<file path="src/rtl/extclk_pkg.sv">
package extclk_pkg;

  // Which pin transition, if any, becomes a count strobe.
  typedef enum logic [1:0] {
    EDGE_NONE = 2'd0,
    EDGE_RISE = 2'd1,
    EDGE_FALL = 2'd2
  } edge_mode_e;

endpackage

</file>
<file path="src/rtl/extclk_capture.sv">
// Two-step capture of the asynchronous pin: a half-cycle stage that holds the
// level seen during the high clock phase, then a rising-edge re-sample.
module extclk_capture (
  input  logic clk,
  input  logic rst_n,
  input  logic pin_i,
  output logic sample_o
);

  logic half_q;
  logic full_q;

  // Closes on the falling edge, so at the next rising edge it presents the
  // pin value from the end of the high phase.
  always_ff @(negedge clk or negedge rst_n) begin
    if (!rst_n) begin
      half_q <= 1'b0;
    end else begin
      half_q <= pin_i;
    end
  end

  always_ff @(posedge clk or negedge rst_n) begin
    if (!rst_n) begin
      full_q <= 1'b0;
    end else begin
      full_q <= half_q;
    end
  end

  assign sample_o = full_q;

endmodule

</file>
<file path="src/rtl/extclk_edge.sv">
// History register, warm-up gate and registered strobe.
module extclk_edge
  import extclk_pkg::*;
#(
  parameter int ARM_CYCLES = 2
) (
  input  logic       clk,
  input  logic       rst_n,
  input  logic       sample_i,
  input  edge_mode_e mode_i,
  output logic       strobe_o
);

  localparam int ARM_W = $clog2(ARM_CYCLES + 1);
  localparam logic [ARM_W-1:0] ARM_DONE = ARM_W'(ARM_CYCLES);

  logic             prev_q;
  logic [ARM_W-1:0] arm_q;
  logic [ARM_W-1:0] arm_d;
  logic             armed;
  logic             hit;
  logic             strobe_q;
  logic             strobe_d;

  // The history counts as a real pin sample only once the warm-up counter is
  // full; before that, any difference is a reset artefact, not an edge.
  always_comb begin
    armed = (arm_q == ARM_DONE);
    arm_d = armed ? arm_q : arm_q + 1'b1;
    unique case (mode_i)
      EDGE_RISE: hit = sample_i & ~prev_q;
      EDGE_FALL: hit = ~sample_i & prev_q;
      default:   hit = 1'b0;
    endcase
    strobe_d = armed & hit;
  end

  always_ff @(posedge clk or negedge rst_n) begin
    if (!rst_n) begin
      prev_q   <= 1'b0;
      arm_q    <= '0;
      strobe_q <= 1'b0;
    end else begin
      prev_q   <= sample_i;
      arm_q    <= arm_d;
      strobe_q <= strobe_d;
    end
  end

  assign strobe_o = strobe_q;

endmodule

</file>
<file path="src/rtl/extclk_sync_edge.sv">
module extclk_sync_edge
  import extclk_pkg::*;
#(
  parameter int SEL_W    = 3,
  parameter int SEL_RISE = 7,
  parameter int SEL_FALL = 6
) (
  input  logic             clk,
  input  logic             rst_n,
  input  logic             ext_pin,
  input  logic [SEL_W-1:0] clk_sel,
  output logic             cnt_pulse
);

  localparam logic [SEL_W-1:0] RISE_CODE = SEL_W'(SEL_RISE);
  localparam logic [SEL_W-1:0] FALL_CODE = SEL_W'(SEL_FALL);
  // One cycle to load the synchronized level, one more to load the history.
  localparam int WARMUP = 2;

  logic       sync_lvl;
  edge_mode_e mode;

  always_comb begin
    if (clk_sel == RISE_CODE) begin
      mode = EDGE_RISE;
    end else if (clk_sel == FALL_CODE) begin
      mode = EDGE_FALL;
    end else begin
      mode = EDGE_NONE;
    end
  end

  extclk_capture u_capture (
    .clk      (clk),
    .rst_n    (rst_n),
    .pin_i    (ext_pin),
    .sample_o (sync_lvl)
  );

  extclk_edge #(
    .ARM_CYCLES (WARMUP)
  ) u_edge (
    .clk      (clk),
    .rst_n    (rst_n),
    .sample_i (sync_lvl),
    .mode_i   (mode),
    .strobe_o (cnt_pulse)
  );

endmodule

</file>
<file path="config.mk">
export PLATFORM = sky130hd
export DESIGN_NAME = extclk_sync_edge
export DESIGN_NICKNAME = d
export VERILOG_FILES = /design/src/rtl/extclk_pkg.sv /design/src/rtl/extclk_capture.sv /design/src/rtl/extclk_edge.sv /design/src/rtl/extclk_sync_edge.sv
export SDC_FILE = /design/constraint.sdc
export NUM_CORES = 1
export LEC_CHECK = 0
export BUFFER_PORTS_ARGS = -buffer_cell sky130_fd_sc_hd__buf_2
export CAP_MARGIN = 20
export CORE_AREA = 2 2 39 41
export DETAILED_ROUTE_END_ITERATION = 8
export DIE_AREA = 0 0 41 43
export GPL_TIMING_DRIVEN = 0
export HOLD_SLACK_MARGIN = 0.05
export PLACE_DENSITY = 0.37
export SYNTH_ARGS = -nofsm -noshare
export SYNTH_HDL_FRONTEND = slang
export SYNTH_SLANG_ARGS = --single-unit
</file>
<file path="constraint.sdc">
create_clock -name clk -period 2.77 [get_ports clk]
set_input_delay 0.1385 -clock clk [delete_from_list [all_inputs] [get_ports clk]]
set_output_delay 0.1385 -clock clk [all_outputs]
set_load 0.02 [all_outputs]
</file>
Word-level counts from Yosys, hierarchy flattened
Index checks and enable logic that the tools add are counted.

Bits in latches: 0. Word-level logic and storage cells: 19. Memories kept: 0. Output and inout bits: 1. Input port bits: 6. Flip-flop bits (word level): 6. RAM bits: 0. Bits in read-only memories: 0.

Shift operators: 0. $lt $le $gt $ge: 0. Reduce and logical (&&, ||, !) cells: 0. Bitwise operators: 5. Divide/modulo/power cells: 0. Equal/unequal tests: 5. Mux-type cells: 3. Multipliers: 0. Add/sub/neg operators: 1.

Operators by type and width (number): == test 3 bit, second input constant (2); == test 2 bit, second input constant (2); two-way mux 2 bit (2); bitwise AND 1 bit (3); adder 2 x 1 -> 2 bit, second input constant (1); == test 2 x 1 -> 1 bit, second input constant (1); inverter 1 bit (2); case mux 1 bit (2 select lines) (1).

Depth between registers and ports, before layout
Gate-level depths: netlist (run 1).

Depth after elaboration: 6. Gate-level depth with buffers: 4. Gate-level depth less buffers: 4.

Hierarchy
Synthesis (run 1) repeated with hierarchy kept, for this count alone.

Cell total of the unflattened synthesis: 21. Area, all modules: 259.0 sq um.

By module, submodules not included: extclk_edge (cells each 17, area each 192.7 sq um, seq. area each 100.1 sq um, instances 1); extclk_capture (cells each 2, area each 50.0 sq um, seq. area each 50.0 sq um, instances 1); extclk_sync_edge (cells each 2, area each 16.3 sq um, seq. area each 0.0 sq um, instances 1).

==> results of run 1 <==
## cells by family after synthesis
| group | synth area share |
|---|---|
| compound gates | 0.0232 |
| xor+xnor | 0.0407 |
| fa+ha+maj | 0.0581 |
| buf+inv | 0.0349 |
| flops | 0.698 |
| mux | 0.0465 |
| simple gates | 0.0988 |
## metrics by stage
step	instance area, µm²	hold slack, ps	cells	util	setup slack [ps]
6_report	302	141	42	0.218	936
5_1_grt	302	136	42	0.218	923
4_1_cts	302	138	42	0.218	937
3_5_place_dp	265	-33.4	37	0.192	955
3_3_place_gp	265	-32.8	37	0.192	958
2_1_floorplan	215	-157	15	-	963
## cell type report
cell class	count	area, µm²	area share
sequential	6	150	0.498
inverter	2	7.51	0.0249
clock buffer	4	26.3	0.0871
timing repair buffer	7	40.0	0.133
tap	16	20.0	0.0664
multi-input combinational	7	57.6	0.191
## Yosys cell counts, drive strengths merged
cell | count | area [µm²]
ha | 1 | 12.5
dfrtp | 5 | 125
inv | 2 | 7.51
dfrtn | 1 | 25.0
a21oi | 1 | 5.00
or3b | 1 | 8.76
nand3b | 1 | 7.51
xnor2 | 1 | 8.76
nand3 | 1 | 5.00
mux2i | 1 | 10.0
## routing by layer
| layer | track usage | share of wire | up-vias |
|---|---|---|---|
| li1 | - | - | 73 |
| met4 | 0.0600 | 0.024 | 0 |
| met5 | 0 | 0 | - |
| met1 | 0.0559 | 0.47 | 64 |
| met3 | 0.0628 | 0.12 | 2 |
| met2 | 0.0531 | 0.38 | 7 |
## power groups by stage
| stage | Clock, W | Sequential [W] | Combinational [W] |
|---|---|---|---|
| 5_1_grt | 0.000101 | 0.0000917 | 0.00000978 |
| 3_5_place_dp | 0 | 0.0000929 | 0.00000778 |
| 3_3_place_gp | 0 | 0.0000929 | 0.00000762 |
| 6_report | 0.0000864 | 0.0000916 | 0.00000857 |
| 2_1_floorplan | 0 | 0.0000933 | 0.00000156 |
| 4_1_cts | 0.0000922 | 0.0000915 | 0.00000891 |
## repair_timing
action | CTS | global route
hold buffers | 1 | 0
hold endpoints to repair | 5 | 0
endpoints found under the setup margin | 0 | 0
buffers inserted | 0 | 0
## worst paths after layout
kind / from / to / slack [ps] / depth (start not counted)
max in group asynchronous: rst_n / u_capture.half_q / 1090 / 2
max reg2reg: u_capture.half_q / u_capture.sample_o / 940 / 0
min: clk_sel[1] / u_edge.strobe_o / 140 / 3
min reg2reg: u_capture.sample_o / u_edge.prev_q / 390 / 0
min in group asynchronous: rst_n / u_edge.prev_q / 240 / 2
max: u_capture.half_q / u_capture.sample_o / 940 / 0
## state kept, by name (all words and copies together), names as in the netlist
signal	flops
u_edge.prev_q	1
u_capture.sample_o	1
u_capture.half_q	1
u_edge.strobe_o	1
u_edge.arm_q	2
==> flow_metrics.tcl, run 1 <==
set metrics [dict create \
    dr.pass1.iters 1 \
    clk_path_buf_depth 2 \
    dp_hpwl_um 253 \
    worstPathRequired_ps 2950 \
    worst_pin_slew_ps 119 \
    drtIter0Drc 0 \
    path_max_fanout 1 \
    num_antenna_cells 0 \
    synth.distinct_cells 10 \
    fp-row-count 14 \
    syn2layout_area_growth_pct 40.1 \
    clkPwrFrac 0.463 \
    ys_ff_latch 6 \
    grt_usage 0.0556 \
    final_common_cell "buf_2" \
    rsz0062_at_grt "false" \
    grt_pass1_wl_um 545 \
    powerDensity_nw_per_um2 619 \
    vias_per_cell 3.48 \
    worst_slew_margin_rel 0.919 \
    fillCellCount 150 \
    die_x_um 41 \
    syn_area_per_cell_um2 14.3 \
    wire_per_inst_um 7.79 \
    via_count 146 \
    drive_above_1_share 0.346 \
    io-pin-count 7 \
    io_buffers 6 \
    ys_warn_count 0 \
    grt_overflow 0 \
    comb_power_share 0.046 \
    synthesis.nets 22 \
    power_w 0.000187 \
    htreeDepth 1 \
    cts_repair_resize_count 0 \
    hold_class "in2reg" \
    drc 0 \
    grt_pass1_vias 138 \
    yosysSeqAreaShare 0.698 \
    setup_viol 0 \
    synthCells 15 \
    finClkSkew_ps 13.0 \
    cts-root-buf "clkbuf_4" \
    cts_tree "built" \
    cp-start-kind "register" \
    final_cell_mix "6 x buf_2, 5 x dfrtp_1, 3 x clkbuf_4" \
    maxSlewViolCount 0 \
    endpoint_kind "register" \
    tns_ps 0 \
    ant_nets 0 \
    sw_frac_of_total 0.196 \
    floorplan.core_area_um2 1380 \
    antenna_found_initial 0 \
    cts.clk_slew.worst_paths_ps 40 \
    layout.nets 34 \
    start_util 0.156 \
    clock_sinks 6 \
    hold_viol_final 0 \
    routed_wl_um 327 \
    cp_data_arrival_time_ps 2010 \
    leakage_nw 0.152 \
    insertion_delay_ps 250 \
    cap_viol_max_count 0 \
    outcome "finished, final reports clean" \
    seqPwrFrac 0.491 \
    crit_type "reg2reg" \
    die_area_um2 1760 \
    synth_area_um2 215 \
    p_sw_w 0.0000366 \
    numCtsBuffers 3 \
    die_height_um 43 \
    grt_max_degree 7 \
    cell_internal_pwr_w 0.000150 \
    vdd_ir_drop_max_mv 0.191 \
    place_congestion 0.519 \
]
(Power assumes the default switching activity.)
==> inputs of run 2 (changes only) <==
--- a/config.mk
+++ b/config.mk
@@ -5,6 +5,7 @@
 export SDC_FILE = /design/constraint.sdc
 export NUM_CORES = 1
 export LEC_CHECK = 0
+export ABC_AREA = 1
 export BUFFER_PORTS_ARGS = -buffer_cell sky130_fd_sc_hd__buf_2
 export CAP_MARGIN = 20
 export CORE_AREA = 2 2 39 41
@@ -12,7 +13,7 @@
 export DIE_AREA = 0 0 41 43
 export GPL_TIMING_DRIVEN = 0
 export HOLD_SLACK_MARGIN = 0.05
-export PLACE_DENSITY = 0.37
+export PLACE_DENSITY = 0.39
 export SYNTH_ARGS = -nofsm -noshare
 export SYNTH_HDL_FRONTEND = slang
 export SYNTH_SLANG_ARGS = --single-unit
==> constraint.sdc (replaced) <==
create_clock -name clk -period 1.68 [get_ports clk]
set_input_delay 0.084 -clock clk [delete_from_list [all_inputs] [get_ports clk]]
set_output_delay 0.084 -clock clk [all_outputs]
set_load 0.02 [all_outputs]
==> run 2 against run 1 <==
Critical endpoint unchanged. Worst hold slack got worse by 74 ps. Critical path type unchanged. Global-route usage decreased by 0.29 points. Die area unchanged. Clock power increased by 67%. Worst setup slack got worse by 550 ps. Total power increased by 68%. Final area increased by 4.6%. Register-to-register slack got worse by 550 ps. Synthesized area increased by 1.7%.
==> flow_metrics.tcl, run 2 <==
set metrics [dict create \
    outcome "finished, final reports clean" \
    synth.distinct_cells 11 \
    cp_num_cells 0 \
    drtIter0Drc 4 \
    post-place-ws_ps 411 \
    cts-root-buf "clkbuf_4" \
    routed_wl_um 356 \
    synth.largest_area_cell "dfrtp_1" \
    worst_pin_slew_ps 174 \
    yosysSeqAreaShare 0.686 \
    syn2layout_area_growth_pct 44.0 \
    numCtsBuffers 3 \
    vias_per_cell 3.36 \
    grt_pass1_vias 135 \
    cp_data_arrival_time_ps 1470 \
    synthesis.nets 24 \
    cts_tree "built" \
    worstPathRequired_ps 1860 \
    ys_warn_count 0 \
    synth_top_flop_cell "dfrtp_1" \
    synth_area_leaders "dfrtp_1 57%, dfrtn_1 11%, ha_1 5.7%, nand3_2 4.6%, a21oi_2 4.0%" \
    place_congestion 0.597 \
    cp-start-kind "register" \
    layout.nets 37 \
    cts_hold_buf 2 \
    synth-edff-count 0 \
    fp-row-count 14 \
    floorplan.core_area_um2 1380 \
    cap_viol_max_count 0 \
    grt_max_degree 7 \
    syn_area_per_cell_um2 12.9 \
    synth_fa_ha_area_frac 0.0571 \
    insertion_delay_ps 250 \
    vdd_ir_drop_max_mv 0.442 \
    antenna_found_initial 0 \
    leakage_nw 0.152 \
    maxSlewViolCount 0 \
    io-pin-count 7 \
    grt_usage 0.0527 \
    cts.clk_slew.worst_paths_ps 50 \
    synth_top_area_share 0.571 \
    dr.pass1.iters 3 \
    ys_ff_latch 6 \
    start_util 0.158 \
    use_met3 0.0628 \
    wire_per_inst_um 7.91 \
    grt_pass1_wl_um 538 \
    endpoint_kind "register" \
    drive_above_1_share 0.379 \
    final_cell_mix "6 x buf_2, 5 x dfrtp_1, 3 x clkbuf_4" \
    cts_repair_resize_count 0 \
    grt.busiest_layer "met1" \
    r2r_start "u_capture.half_q" \
    grt.met1_usage 0.0631 \
    hold_viol_final 0 \
    die_height_um 43 \
    largest_register_ffs 2 \
    synthMuxAreaShare 0 \
    via_count 151 \
    seq_area_um2 150 \
    die_x_um 41 \
    die_area_um2 1760 \
    path_max_fanout 1 \
    tns_ps 0 \
    fillCellCount 149 \
    grt_overflow 0 \
    crit_type "reg2reg" \
    rr_endpoint "u_capture.sample_o" \
    async_reset_ff_frac 1.00 \
    synthCells 17 \
    powerDensity_nw_per_um2 992 \
    htreeDepth 1 \
    clk_path_buf_depth 2 \
    io_buffers 6 \
    hold_class "in2reg" \
    synth_top_family_by_area "simple AND/OR/NAND/NOR gates" \
    synthSimpleGateAreaFrac 0.120 \
    fin_ws_ps 389 \
    rsz0062_at_grt "false" \
    final_common_cell "buf_2" \
    endpoint "u_capture.sample_o" \
    setup_viol 0 \
    yosysMostFrequentCell "dfrtp_1" \
    finClkSkew_ps 12.6 \
    synth_common_cells "5 x dfrtp_1, 2 x inv_1, 2 x nand2_1" \
    worst_slew_margin_rel 0.884 \
    r2r_cells 0 \
    drc 0 \
    synth-compound-area-share 0.0629 \
    ant_nets 0 \
    cts_setup_buffers 0 \
    synth_area_um2 219 \
    clock_sinks 6 \
    synthXorXnorAreaFrac 0.0400 \
    crit_start "u_capture.half_q" \
    gr-usage-met2 0.0563 \
    multi_input_area_um2 61.3 \
    num_antenna_cells 0 \
    r2r_slack_ps 390 \
    top_register "u_edge.arm_q" \
]
-- run 2: kinds of logic after synthesis --
kind of cell | count (synthesis)
buffers and inverters | 2
AO/OA/AOI/OAI | 2
AND/OR/NAND/NOR | 5
XOR/XNOR | 1
adder cells (fa/ha/maj) | 1
flip-flops | 6
-- run 2: through the flow --
step / hold WS [ps] / power, W / utilization / cell area (µm²) / instances
5_1_grt: 62.7 / 0.000334 / 0.228 / 315 / 45
3_5_place_dp: -88.6 / 0.000168 / 0.194 / 269 / 39
3_3_place_gp: -89.9 / 0.000168 / 0.194 / 269 / 39
2_1_floorplan: -212 / 0.000158 / - / 219 / 17
6_report: 67.0 / 0.000313 / 0.228 / 315 / 45
4_1_cts: 57.8 / 0.000321 / 0.228 / 315 / 45
-- run 2: area by class of cell --
class / instances / area share
repair buffers: 8 / 0.159
flip-flops and latches: 6 / 0.476
multi-input cells: 9 / 0.194
clock buffers: 4 / 0.0833
well taps: 16 / 0.0635
inverters: 2 / 0.0238
-- run 2: where the power goes --
part / internal [W] / switching, W
sequential: 0.000150 / 0.00000187
clock: 0.0000900 / 0.0000539
combinational: 0.00000950 / 0.00000811
total: 0.000249 / 0.0000638
-- run 2: how the worst min path moves through the flow --
stage | from | end | slack, ps | cells past startpoint
6_report | clk_sel[2] | u_edge.strobe_o | 70 | 3
5_1_grt | clk_sel[2] | u_edge.strobe_o | 60 | 3
4_1_cts | clk_sel[2] | u_edge.strobe_o | 60 | 3
3_5_place_dp | rst_n | u_capture.sample_o | -90 | 1
3_3_place_gp | rst_n | u_capture.sample_o | -90 | 1
2_1_floorplan | rst_n | u_capture.sample_o | -210 | 0
-- run 2: metal layers --
| metal | up-vias | wire length [µm] |
|---|---|---|
| li1 | 77 | - |
| met1 | 64 | 150 |
| met2 | 10 | 148 |
| met3 | 0 | 57 |
| met4 | 0 | 0 |
| met5 | - | 0 |
==> inputs of run 3 (changes only) <==
==> constraint.sdc (replaced) <==
create_clock -name clk -period 1.1 [get_ports clk]
set_input_delay 0.055 -clock clk [delete_from_list [all_inputs] [get_ports clk]]
set_output_delay 0.055 -clock clk [all_outputs]
set_load 0.02 [all_outputs]
==> run 3 against run 2 <==
Final cell count increased by 2.2%. Die area unchanged. Clock power increased by 53%. Worst setup slack got worse by 290 ps. Clock skew about the same. Register-to-register slack got worse by 290 ps. Worst hold slack improved by 5.5 ps. Non-clock buffer count increased by 1. Flip-flop and latch count unchanged. Sequential share of layout area decreased by 1.5 points. Largest cell class unchanged. Largest power group unchanged.
==> flow_metrics.tcl, run 3 (same netlist as run 2, synthesis figures left out) <==
set metrics [dict create \
    outcome "finished, final reports clean" \
    drc 0 \
    syn2layout_area_growth_pct 48.6 \
    maxSlewViolCount 0 \
    start_util 0.158 \
    io-pin-count 7 \
    top_register "u_edge.arm_q" \
    path_max_fanout 1 \
    die_height_um 43 \
    io_buffers 6 \
    cp_data_arrival_time_ps 1180 \
    grt_overflow 0 \
    crit_type "reg2reg" \
    setup_viol 0 \
    clk_path_buf_depth 2 \
    leakage_nw 0.156 \
    floorplan.core_area_um2 1380 \
    numCtsBuffers 3 \
    hold_viol_final 0 \
    rsz0062_at_grt "false" \
    vdd_ir_drop_max_mv 0.678 \
    final_common_cell "buf_2" \
    cts_setup_buffers 0 \
    cts_hold_buf 3 \
    wire_per_inst_um 7.93 \
    tns_ps 0 \
    clock_sinks 6 \
    dr.pass1.iters 4 \
    die_x_um 41 \
    finClkSkew_ps 12.6 \
    grt_pass1_wl_um 538 \
    power_w 0.000481 \
    htreeDepth 1 \
    worst_pin_slew_ps 174 \
    via_count 156 \
    worst_slew_margin_rel 0.884 \
    hold_class "in2reg" \
    cts-root-buf "clkbuf_4" \
    largest_register_ffs 2 \
    grt_usage 0.0527 \
    fp-row-count 14 \
    final_cell_mix "6 x buf_2, 5 x dfrtp_1, 3 x clkbuf_4, 3 x dlygate4sd3_1" \
    cts_tree "built" \
    ant_nets 0 \
    grt_max_degree 7 \
    layout.nets 38 \
    num_antenna_cells 0 \
    vias_per_cell 3.39 \
    cts_repair_resize_count 0 \
    die_area_um2 1760 \
    drtIter0Drc 4 \
    cap_viol_max_count 0 \
    antenna_found_initial 0 \
    grt_pass1_vias 135 \
    worstPathRequired_ps 1280 \
    drive_above_1_share 0.367 \
    place_congestion 0.597 \
    fillCellCount 148 \
    insertion_delay_ps 250 \
    endpoint_kind "register" \
    cp-start-kind "register" \
    routed_wl_um 365 \
    powerDensity_nw_per_um2 1480 \
    cts.clk_slew.worst_paths_ps 50 \
]
==> run 3: cell types whose count changed in the layout (fill, tap and decap cells not counted) <==
cell / previous run / this run
dlygate4sd3_1: 2 / 3
==> run 3: worst paths after layout <==
| path | startpoint | to | slack [ps] | depth (start not counted) |
|---|---|---|---|---|
| max | u_capture.half_q | u_capture.sample_o | 100 | 0 |
| min | clk_sel[0] | u_edge.strobe_o | 70 | 4 |
| max reg2reg | u_capture.half_q | u_capture.sample_o | 100 | 0 |
| min reg2reg | u_capture.sample_o | u_edge.prev_q | 410 | 0 |
| max in group asynchronous | rst_n | u_capture.half_q | 340 | 2 |
| min in group asynchronous | rst_n | u_edge.arm_q[1] | 140 | 2 |
==> run 3: power by group <==
part / total (W) / switching [W] / internal [W]
Sequential: 0.000231 / 0.00000303 / 0.000228
Clock: 0.000220 / 0.0000825 / 0.000138
Combinational: 0.0000296 / 0.0000128 / 0.0000168
==> run 3: through the flow <==
step                      instance area (µm²)  setup WS (ps)  hold WS (ps)  cells   util
final                                     325           98.7          72.5     46  0.235
after global routing                      325           49.9          79.2     46  0.235
after CTS                                 325           97.6          60.3     46  0.235
after detailed placement                  269            121          -118     39  0.194
after global placement                    269            117          -119     39  0.194
after floorplan                           219            128          -241     17      -
==> run 3: area by class of cell <==
| type | instances | area, µm² | share of cell area |
|---|---|---|---|
| inverter | 2 | 7.51 | 0.0231 |
| timing repair buffer | 9 | 60.1 | 0.185 |
| clock buffer | 4 | 26.3 | 0.0808 |
| sequential | 6 | 150 | 0.462 |
| multi-input combinational | 9 | 61.3 | 0.188 |
| tap | 16 | 20.0 | 0.0615 |
==> run 3: layer usage <==
| layer | wire length [µm] | global-route usage | up-vias |
|---|---|---|---|
| li1 | - | - | 79 |
| met1 | 163 | 0.0631 | 67 |
| met2 | 148 | 0.0563 | 10 |
| met3 | 53 | 0.0628 | 0 |
| met4 | 0 | 0.0200 | 0 |
| met5 | 0 | 0 | - |
